File: config.mk
export PLATFORM = sky130hd
export DESIGN_NAME = dma_desc_seq
export DESIGN_NICKNAME = d
export VERILOG_FILES = /design/src/rtl/dds_pkg.sv /design/src/rtl/dds_fetch.sv /design/src/rtl/dds_regs.sv /design/src/rtl/dma_desc_seq.sv
export SDC_FILE = /design/constraint.sdc
export NUM_CORES = 1
export LEC_CHECK = 0
export ABC_CLOCK_PERIOD_IN_PS = 2580
export CAP_MARGIN = 20
export CORE_UTILIZATION = 40
export CTS_CLUSTER_SIZE = 24
export DETAILED_ROUTE_END_ITERATION = 8
export PLACE_DENSITY = 0.74
export SKIP_LAST_GASP = 1
export SLEW_MARGIN = 20
export SYNTH_ARGS = -nofsm -noshare
export SYNTH_HDL_FRONTEND = slang
export SYNTH_HIERARCHICAL = 1
export SYNTH_SLANG_ARGS = --single-unit
File: constraint.sdc
create_clock -name clk -period 2.58 [get_ports clk]
set_clock_uncertainty 0.05 [all_clocks]
set_input_delay 0.516 -clock clk [delete_from_list [all_inputs] [get_ports clk]]
set_output_delay 0.516 -clock clk [all_outputs]
set_load 0.03 [all_outputs]
File: src/rtl/dds_pkg.sv
package dds_pkg;

  typedef enum logic [2:0] {
    ST_HALT, ST_LOAD, ST_FETCH, ST_CHECK, ST_MOVE, ST_STAT, ST_CLRV, ST_NEXT
  } seq_st_e;

  // register indices
  localparam logic [2:0] RA_CFG  = 3'd0;
  localparam logic [2:0] RA_DPTR = 3'd1;
  localparam logic [2:0] RA_SPTR = 3'd2;
  localparam logic [2:0] RA_BELL = 3'd3;
  localparam logic [2:0] RA_IRQ  = 3'd4;
  localparam logic [2:0] RA_STAT = 3'd5;
  localparam logic [2:0] RA_BCNT = 3'd6;

  // descriptor word slots
  localparam int W_CMD0 = 0;
  localparam int W_CMD1 = 1;
  localparam int W_SRC0 = 2;
  localparam int W_DST0 = 4;
  localparam int W_STAT = 6;
  localparam int W_NXT  = 7;

  // cmd0 bit positions
  localparam int C0_VALID = 31;
  localparam int C0_IE    = 8;
  localparam int C0_SPSEL = 4;
  localparam int C0_CLRV  = 2;
  localparam int C0_TYPE  = 13;

  localparam logic [1:0] WB_NONE  = 2'd0;
  localparam logic [1:0] WB_STAT  = 2'd1;
  localparam logic [1:0] WB_CMD   = 2'd2;
  localparam logic [1:0] WB_COUNT = 2'd3;

endpackage

File: src/rtl/dds_fetch.sv
module dds_fetch #(
  parameter int AW  = 32,
  parameter int DW  = 32,
  parameter int NW  = 8,
  parameter int BCW = 22,
  parameter int XW  = 4
) (
  input  logic              clk,
  input  logic              rst_n,
  input  logic              start,
  input  logic [AW-1:0]     base,
  output logic              mrd_req,
  output logic [AW-1:0]     mrd_addr,
  input  logic              mrd_ack,
  input  logic [DW-1:0]     mrd_data,
  output logic              done,
  output logic [DW-1:0]     cmd0,
  output logic [2*XW-1:0]   cmd1_up,
  output logic [BCW-1:0]    cmd1_len,
  output logic [DW-1:0]     src0,
  output logic [DW-1:0]     dst0,
  output logic [AW-6:0]     nxt
);
  import dds_pkg::*;

  localparam int CW = $clog2(NW);

  logic          busy_q, busy_d;
  logic [CW-1:0] cnt_q, cnt_d;
  logic [AW-1:0] base_q;
  logic          last, take;

  assign last     = (cnt_q == CW'(NW-1));
  assign take     = busy_q && mrd_ack;
  assign done     = take && last;
  assign mrd_req  = busy_q;
  assign mrd_addr = base_q + {{(AW-CW-2){1'b0}}, cnt_q, 2'b00};

  always_comb begin
    busy_d = busy_q;
    cnt_d  = cnt_q;
    if (start) begin
      busy_d = 1'b1;
      cnt_d  = '0;
    end else if (take) begin
      cnt_d = cnt_q + CW'(1);
      if (last) busy_d = 1'b0;
    end
  end

  always_ff @(posedge clk or negedge rst_n) begin
    if (!rst_n) begin
      busy_q <= 1'b0;
      cnt_q  <= '0;
    end else begin
      busy_q <= busy_d;
      cnt_q  <= cnt_d;
    end
  end

  always_ff @(posedge clk or negedge rst_n) begin
    if (!rst_n) base_q <= '0;
    else if (start) base_q <= base;
  end

  always_ff @(posedge clk or negedge rst_n) begin
    if (!rst_n) begin
      cmd0 <= '0; cmd1_up <= '0; cmd1_len <= '0;
      src0 <= '0; dst0 <= '0; nxt <= '0;
    end else if (take) begin
      case (int'(cnt_q))
        W_CMD0: cmd0 <= mrd_data;
        W_CMD1: begin
          cmd1_up  <= mrd_data[DW-1 -: 2*XW];
          cmd1_len <= mrd_data[BCW-1:0];
        end
        W_SRC0: src0 <= mrd_data;
        W_DST0: dst0 <= mrd_data;
        W_NXT:  nxt  <= mrd_data[AW-6:0];
        default: ;
      endcase
    end
  end

  // a pending read keeps its address until acknowledged
  p_rd_hold_r2: assert property (@(posedge clk) disable iff (!rst_n)
    (mrd_req && !mrd_ack) |=> (mrd_req && $stable(mrd_addr)));

endmodule

File: src/rtl/dds_regs.sv
module dds_regs #(
  parameter int AW  = 32,
  parameter int DW  = 32,
  parameter int BCW = 22
) (
  input  logic            clk,
  input  logic            rst_n,
  input  logic            reg_wr,
  input  logic [2:0]      reg_addr,
  input  logic [DW-1:0]   reg_wdata,
  output logic [DW-1:0]   reg_rdata,
  input  logic            ev_valid,
  input  logic            ev_halt,
  input  logic            ev_err,
  input  logic            ev_done,
  input  logic            ev_ie,
  input  logic [AW-6:0]   ev_nptr,
  input  logic [BCW-1:0]  ev_res,
  output logic            db_go,
  output logic            halted,
  output logic [1:0]      cfg_be,
  output logic [AW-1:0]   dptr,
  output logic [AW-1:0]   sptr,
  output logic [DW-1:0]   stat_word,
  output logic            irq_o
);
  import dds_pkg::*;

  logic [2:0]     cfg_q, cfg_d;
  logic [AW-6:0]  dptr_q, dptr_d;
  logic [AW-3:0]  sptr_q, sptr_d;
  logic           halt_q, halt_d, vld_q, vld_d, dbf_q, dbf_d, err_q, err_d;
  logic           pend_q, pend_d, irq_q, irq_d;
  logic [BCW-1:0] bcnt_q, bcnt_d;
  logic           wr_cfg, wr_dptr, wr_sptr, wr_bell, clr_irq;

  assign wr_cfg  = reg_wr && (reg_addr == RA_CFG);
  assign wr_dptr = reg_wr && (reg_addr == RA_DPTR);
  assign wr_sptr = reg_wr && (reg_addr == RA_SPTR);
  assign wr_bell = reg_wr && (reg_addr == RA_BELL);
  assign clr_irq = reg_wr && (reg_addr == RA_IRQ) && reg_wdata[0];
  assign db_go   = wr_bell && cfg_q[0] && halt_q;

  always_comb begin
    cfg_d  = wr_cfg ? reg_wdata[2:0] : cfg_q;
    sptr_d = wr_sptr ? reg_wdata[AW-1:2] : sptr_q;
    dptr_d = dptr_q;
    if (wr_dptr)      dptr_d = reg_wdata[AW-1:5];
    else if (ev_done) dptr_d = ev_nptr;
    halt_d = db_go ? 1'b0 : (ev_halt ? 1'b1 : halt_q);
    vld_d  = ev_halt ? 1'b0 : (ev_valid ? 1'b1 : vld_q);
    dbf_d  = wr_bell ? 1'b1 : (ev_halt ? 1'b0 : dbf_q);
    err_d  = db_go ? 1'b0 : ((ev_halt && ev_err) ? 1'b1 : err_q);
    pend_d = ev_done ? 1'b1 : (clr_irq ? 1'b0 : pend_q);
    irq_d  = (ev_done && ev_ie) ? 1'b1 : (clr_irq ? 1'b0 : irq_q);
    bcnt_d = ev_done ? ev_res : bcnt_q;
  end

  always_ff @(posedge clk or negedge rst_n) begin
    if (!rst_n) begin
      cfg_q <= '0; dptr_q <= '0; sptr_q <= '0;
      halt_q <= 1'b1; vld_q <= 1'b0; dbf_q <= 1'b0; err_q <= 1'b0;
      pend_q <= 1'b0; irq_q <= 1'b0; bcnt_q <= '0;
    end else begin
      cfg_q <= cfg_d; dptr_q <= dptr_d; sptr_q <= sptr_d;
      halt_q <= halt_d; vld_q <= vld_d; dbf_q <= dbf_d; err_q <= err_d;
      pend_q <= pend_d; irq_q <= irq_d; bcnt_q <= bcnt_d;
    end
  end

  assign halted    = halt_q;
  assign cfg_be    = cfg_q[2:1];
  assign dptr      = {dptr_q, 5'b0};
  assign sptr      = {sptr_q, 2'b0};
  assign stat_word = {{(DW-4){1'b0}}, err_q, dbf_q, vld_q, halt_q};
  assign irq_o     = irq_q;

  always_comb begin
    case (reg_addr)
      RA_CFG:  reg_rdata = {{(DW-3){1'b0}}, cfg_q};
      RA_DPTR: reg_rdata = DW'(dptr);
      RA_SPTR: reg_rdata = DW'(sptr);
      RA_IRQ:  reg_rdata = {{(DW-1){1'b0}}, pend_q};
      RA_STAT: reg_rdata = stat_word;
      RA_BCNT: reg_rdata = DW'(bcnt_q);
      default: reg_rdata = '0;
    endcase
  end

  // the interrupt line never stands without the pending bit
  p_irq_pend_r10: assert property (@(posedge clk) disable iff (!rst_n)
    irq_q |-> pend_q);

endmodule

File: src/rtl/dma_desc_seq.sv
module dma_desc_seq #(
  parameter int AW  = 32,
  parameter int DW  = 32,
  parameter int NW  = 8,
  parameter int BCW = 22,
  parameter int XW  = 4
) (
  input  logic             clk,
  input  logic             rst_n,
  input  logic             reg_wr,
  input  logic [2:0]       reg_addr,
  input  logic [DW-1:0]    reg_wdata,
  output logic [DW-1:0]    reg_rdata,
  output logic             mrd_req,
  output logic [AW-1:0]    mrd_addr,
  input  logic             mrd_ack,
  input  logic [DW-1:0]    mrd_data,
  output logic             mwr_req,
  output logic [AW-1:0]    mwr_addr,
  output logic [DW-1:0]    mwr_data,
  input  logic             mwr_ack,
  output logic             mv_start,
  output logic [XW+DW-1:0] mv_src,
  output logic [XW+DW-1:0] mv_dst,
  output logic [BCW-1:0]   mv_len,
  output logic [1:0]       mv_be,
  input  logic             mv_done,
  input  logic [BCW-1:0]   mv_residue,
  output logic             irq_o
);
  import dds_pkg::*;

  localparam logic [AW-1:0] STAT_OFS = AW'(W_STAT * (DW / 8));

  seq_st_e        st_q, st_d;
  logic [BCW-1:0] res_q;
  logic           f_start, f_done;
  logic [DW-1:0]  cmd0, src0, dst0;
  logic [2*XW-1:0] cmd1_up;
  logic [BCW-1:0] cmd1_len;
  logic [AW-6:0]  nxt;
  logic           ev_valid, ev_halt, ev_err, ev_done;
  logic           db_go, halted;
  logic [AW-1:0]  dptr, sptr;
  logic [DW-1:0]  stat_word, cmd0_nv;
  logic [1:0]     wb_mode;
  logic           clrv;

  dds_fetch #(.AW(AW), .DW(DW), .NW(NW), .BCW(BCW), .XW(XW)) u_fetch (
    .clk, .rst_n, .start(f_start), .base(dptr),
    .mrd_req, .mrd_addr, .mrd_ack, .mrd_data, .done(f_done),
    .cmd0, .cmd1_up, .cmd1_len, .src0, .dst0, .nxt
  );

  dds_regs #(.AW(AW), .DW(DW), .BCW(BCW)) u_regs (
    .clk, .rst_n, .reg_wr, .reg_addr, .reg_wdata, .reg_rdata,
    .ev_valid, .ev_halt, .ev_err, .ev_done, .ev_ie(cmd0[C0_IE]),
    .ev_nptr(nxt), .ev_res(res_q), .db_go, .halted, .cfg_be(mv_be),
    .dptr, .sptr, .stat_word, .irq_o
  );

  assign wb_mode = cmd0[1:0];
  assign clrv    = cmd0[C0_CLRV];
  assign cmd0_nv = cmd0 & ~(DW'(1) << C0_VALID);

  always_comb begin
    st_d     = st_q;
    f_start  = 1'b0;
    ev_valid = 1'b0;
    ev_halt  = 1'b0;
    ev_err   = 1'b0;
    ev_done  = 1'b0;
    case (st_q)
      ST_HALT:  if (db_go) st_d = ST_LOAD;
      ST_LOAD:  begin f_start = 1'b1; st_d = ST_FETCH; end
      ST_FETCH: if (f_done) st_d = ST_CHECK;
      ST_CHECK: begin
        if (!cmd0[C0_VALID]) begin
          ev_halt = 1'b1; st_d = ST_HALT;
        end else if (cmd0[C0_TYPE +: 2] != 2'd0) begin
          ev_halt = 1'b1; ev_err = 1'b1; st_d = ST_HALT;
        end else begin
          ev_valid = 1'b1; st_d = ST_MOVE;
        end
      end
      ST_MOVE: if (mv_done) begin
        if (wb_mode != WB_NONE) st_d = ST_STAT;
        else if (clrv)          st_d = ST_CLRV;
        else                    st_d = ST_NEXT;
      end
      ST_STAT: if (mwr_ack) st_d = clrv ? ST_CLRV : ST_NEXT;
      ST_CLRV: if (mwr_ack) st_d = ST_NEXT;
      ST_NEXT: begin ev_done = 1'b1; st_d = ST_LOAD; end
      default: st_d = ST_HALT;
    endcase
  end

  always_ff @(posedge clk or negedge rst_n) begin
    if (!rst_n) st_q <= ST_HALT;
    else        st_q <= st_d;
  end

  always_ff @(posedge clk or negedge rst_n) begin
    if (!rst_n) res_q <= '0;
    else if ((st_q == ST_MOVE) && mv_done) res_q <= mv_residue;
  end

  assign mv_start = (st_q == ST_MOVE);
  assign mv_src   = {cmd1_up[2*XW-1:XW], src0};
  assign mv_dst   = {cmd1_up[XW-1:0], dst0};
  assign mv_len   = cmd1_len;

  assign mwr_req = (st_q == ST_STAT) || (st_q == ST_CLRV);

  always_comb begin
    mwr_addr = dptr;
    mwr_data = cmd0_nv;
    if (st_q == ST_STAT) begin
      mwr_addr = cmd0[C0_SPSEL] ? sptr : (dptr + STAT_OFS);
      case (wb_mode)
        WB_STAT:  mwr_data = stat_word;
        WB_COUNT: mwr_data = DW'(res_q);
        default:  mwr_data = cmd0_nv;
      endcase
    end
  end

  // transfer request and its length stay put until the mover finishes
  p_mv_hold_r6: assert property (@(posedge clk) disable iff (!rst_n)
    (mv_start && !mv_done) |=> (mv_start && $stable(mv_len) && $stable(mv_src)));

  // a write-back keeps address and data until acknowledged
  p_wr_hold_r7: assert property (@(posedge clk) disable iff (!rst_n)
    (mwr_req && !mwr_ack) |=> (mwr_req && $stable(mwr_addr) && $stable(mwr_data)));

  // a halted channel is silent on every request line
  p_halt_quiet_r12: assert property (@(posedge clk) disable iff (!rst_n)
    halted |-> (!mv_start && !mwr_req && !mrd_req));

endmodule

==> impl_metrics.env <==
export IMPL_globalRouteTotalUtil_pct=25.64
export IMPL_crit_path_top_delay_cell="dfrtp_1"
export IMPL_synth_xor_area_share_pct=1.610
export IMPL_final_common_cell="dfrtp_1"
export IMPL_worstSetupPathType="register to output pin"
export IMPL_area_growth_pct=50.76
export IMPL_end_kind="output pin"
export IMPL_clockRootBuffer="clkbuf_16"
export IMPL_syn_area_per_cell_um2=11.90
export IMPL_rsz0062_at_grt="yes"
export IMPL_hp_class="register to register"
export IMPL_yosysWarnings=6
export IMPL_boundaryPins=323
export IMPL_die_h_um=200.6
export IMPL_finalHoldViolations=0
export IMPL_top_layer="met5"
export IMPL_synth_top_family_by_area="multiplexers"
export IMPL_slowest_delay_ns=0.38
export IMPL_ant_nets=0
export IMPL_netlist_area_um2=15780
export IMPL_pre_cts_ws_ns=-0.1374
export IMPL_critPathMaxFanout=7
export IMPL_required_ns=2.01
export IMPL_antenna_found_initial=9
export IMPL_drive_gt1_share_pct=45.78
export IMPL_cts_tree="done"
export IMPL_num_rows=72
export IMPL_yosysSeqAreaShare_pct=47.91
export IMPL_critPathArrivalTime_ns=2.68
export IMPL_async_flop_share_pct=100.0
export IMPL_overflow=0
export IMPL_multi_input_area_um2=8632
export IMPL_most_common_layout_cells="dfrtp_1, mux2_2, clkdlybuf4s50_1, buf_12, buf_4"
export IMPL_min_from="u_fetch/nxt[23]$_DFFE_PN0P_"
export IMPL_slew_violations=0
export IMPL_total_power_uw=12380
export IMPL_syn_inst=1326
export IMPL_routedWlPerCell_um=24.02
export IMPL_met1_length_um=22880
export IMPL_cts_sinks=302
export IMPL_seq_area_um2=7565
export IMPL_fill_cells=2974
export IMPL_cpLargestDelayFamily="adder cells"
export IMPL_vias=12520
export IMPL_synth_compound_area_share_pct=6.741
export IMPL_die_w_um=200.6
export IMPL_setup_viol=79
export IMPL_clk_pin_slew_worst_paths_ns=0.06
export IMPL_layout_nets=1823
export IMPL_ctsLongestPathBuffers=3
export IMPL_crit_chain="ha_2 > inv_2 > fa_2 > nor2b_4 > o21ai_2 > buf_12 > nor4_4 > xor2_2 > clkbuf_16"
export IMPL_grt_pass1_wl_um=79210
export IMPL_initial_core_util_pct=40.73
export IMPL_finalWeightedCongestion=0.8897
export IMPL_drc=0
export IMPL_wl_met2_um=26760
export IMPL_ys_types=73
export IMPL_grt_pass1_vias=12550
export IMPL_ir_worst_vdd_uv=452.9
export IMPL_yosys_area_share_simple_pct=12.16
export IMPL_start_kind="register"
export IMPL_finalWorstSetupSlack_ns=-0.6652
export IMPL_post_route_period_util_pct=125.8
export IMPL_wl_met3_um=3099
export IMPL_io_buffers=319
export IMPL_synthFlopType="dfrtp_1"
export IMPL_coreArea_um2=38740
export IMPL_hpwlAfterDp_um=36000
export IMPL_cts_buffers=35
export IMPL_yosys_register_bits=302
export IMPL_tightest_slew_ns=1.046
export IMPL_clock_latency_ns=0.53
export IMPL_violations="negative setup slack"
export IMPL_tns_ns=-14.91
export IMPL_crit_buf_inv=3
export IMPL_post_route_util_pct=61.40
export IMPL_slew_headroom_pct=30.10
export IMPL_drt_iter0_markers=880
export IMPL_dieArea_um2=40240
export IMPL_avgViaCountPerCell=5.518
export IMPL_finalWirelength_um=54480
export IMPL_grt_max_degree=72
export IMPL_htree_levels=2
export IMPL_max_clock_freq_ghz=0.3081
export IMPL_status="finished, violations left"
export IMPL_synth_adder_area_share_pct=0.8407
export IMPL_r2r_start="st_q[1]$_DFFE_PN0P_"
export IMPL_firstDrtPassIters=5
export IMPL_maxCapViolations=0
export IMPL_cp_startpoint="u_fetch/base_q[2]$_DFFE_PN0P_"
export IMPL_p_leak_uw=0.01079
export IMPL_powerDensity_nw_per_um2=520.4
export IMPL_finalCriticalPeriod_ns=3.245
export IMPL_synthMuxAreaShare_pct=25.07
export IMPL_synth_edff_count=0
-- power breakdown --
| part | internal (uW) | total, uW | switching, uW |
|---|---|---|---|
| Sequential | 4970 | 5380 | 408 |
| Combinational | 1150 | 2270 | 1120 |
| Clock | 2760 | 4720 | 1960 |
-- sequential cells by signal, summed over array words and instances, names as in the netlist --
| signal | cells |
|---|---|
| u_regs/irq_o | 1 |
| u_regs/sptr_q | 30 |
| u_fetch/src0 | 32 |
| u_regs/bcnt_q | 22 |
| u_fetch/cmd1_up | 8 |
| res_q | 22 |
| u_fetch/cmd0 | 32 |
| u_regs/vld_q | 1 |
| st_q | 3 |
| u_fetch/dst0 | 32 |
| u_fetch/cmd1_len | 22 |
| u_regs/dptr_q | 27 |
| u_regs/pend_q | 1 |
| u_fetch/cnt_q | 3 |
| u_fetch/base_q | 32 |
| u_fetch/nxt | 27 |
| u_regs/cfg_q | 3 |
| u_regs/err_q | 1 |
| u_regs/halted | 1 |
| u_fetch/mrd_req | 1 |
| u_regs/dbf_q | 1 |
-- per-stage QoR --
stage	hold slack (ns)	instances	cell area [um^2]
finish	0.4523	2268	23780
global route	0.4660	2266	23780
CTS	0.4535	2235	22940
detailed placement	0.4378	2138	20690
global placement	0.4291	2138	20690
floorplan	0.1704	1360	15980
-- synth_stat cells, types with 22 or more instances --
library cell,instances,area [um^2]
nand3b_1,22,165.2
a21oi_1,44,220.2
o21ai_0,62,310.3
nand2_1,86,322.8
clkbuf_1,43,161.4
nand2b_1,30,187.7
buf_2,32,160.2
nand4b_1,26,227.7
mux2_4,34,510.5
mux2i_1,28,280.3
mux2_2,280,3153
dfrtp_1,301,7532
nor2_1,27,101.4
buf_4,47,352.8
-- per-layer routing --
layer | vias up | GRT usage [%]
li1 | 5522 | -
met1 | 6404 | 34.73
met2 | 499 | 42.18
met3 | 88 | 3.912
met4 | 2 | 8.179
met5 | - | 0
-- final cells by class --
cell class / count / share of cell area (%)
diodes: 9 / 0.09469
clock buffers: 51 / 4.145
repair buffers: 454 / 24.15
inverters: 22 / 0.3577
flip-flops and latches: 302 / 31.81
multi-input cells: 903 / 36.29
clock inverters: 9 / 0.4261
well taps: 518 / 2.725
-- repair_timing --
| action | CTS | global route |
|---|---|---|
| hold buffers | 1 | 0 |
| setup endpoints to repair | 86 | 88 |
| resized for setup | 215 | 166 |
| buffers inserted | 28 | 26 |
| pin swaps | 31 | 55 |
| endpoints found under the hold margin | 61 | 0 |
| gates cloned | 11 | 3 |
-- path summary, 6_finish.rpt --
check,to,slack [ns],depth (start not counted)
hold reg to reg,u_fetch/nxt[23]$_DFFE_PN0P_,0.45,1
max in group asynchronous,u_fetch/cmd0[21]$_DFFE_PN0P_,1.22,3
setup / recovery,mrd_addr[24],-0.67,9
setup reg to reg,u_regs/dptr_q[6]$_DFFE_PN0P_,0.43,7
hold / removal,u_fetch/nxt[23]$_DFFE_PN0P_,0.45,1
min in group asynchronous,u_fetch/dst0[16]$_DFFE_PN0P_,0.56,2
-- kinds of logic after synthesis --
kind of cell	count (synthesis)
compound gates	172
xor+xnor	29
fa+ha+maj	10
buf+inv	157
flops	302
mux	343
other cells	1
simple gates	312
Note: power is estimated with default switching activity, not from simulation.
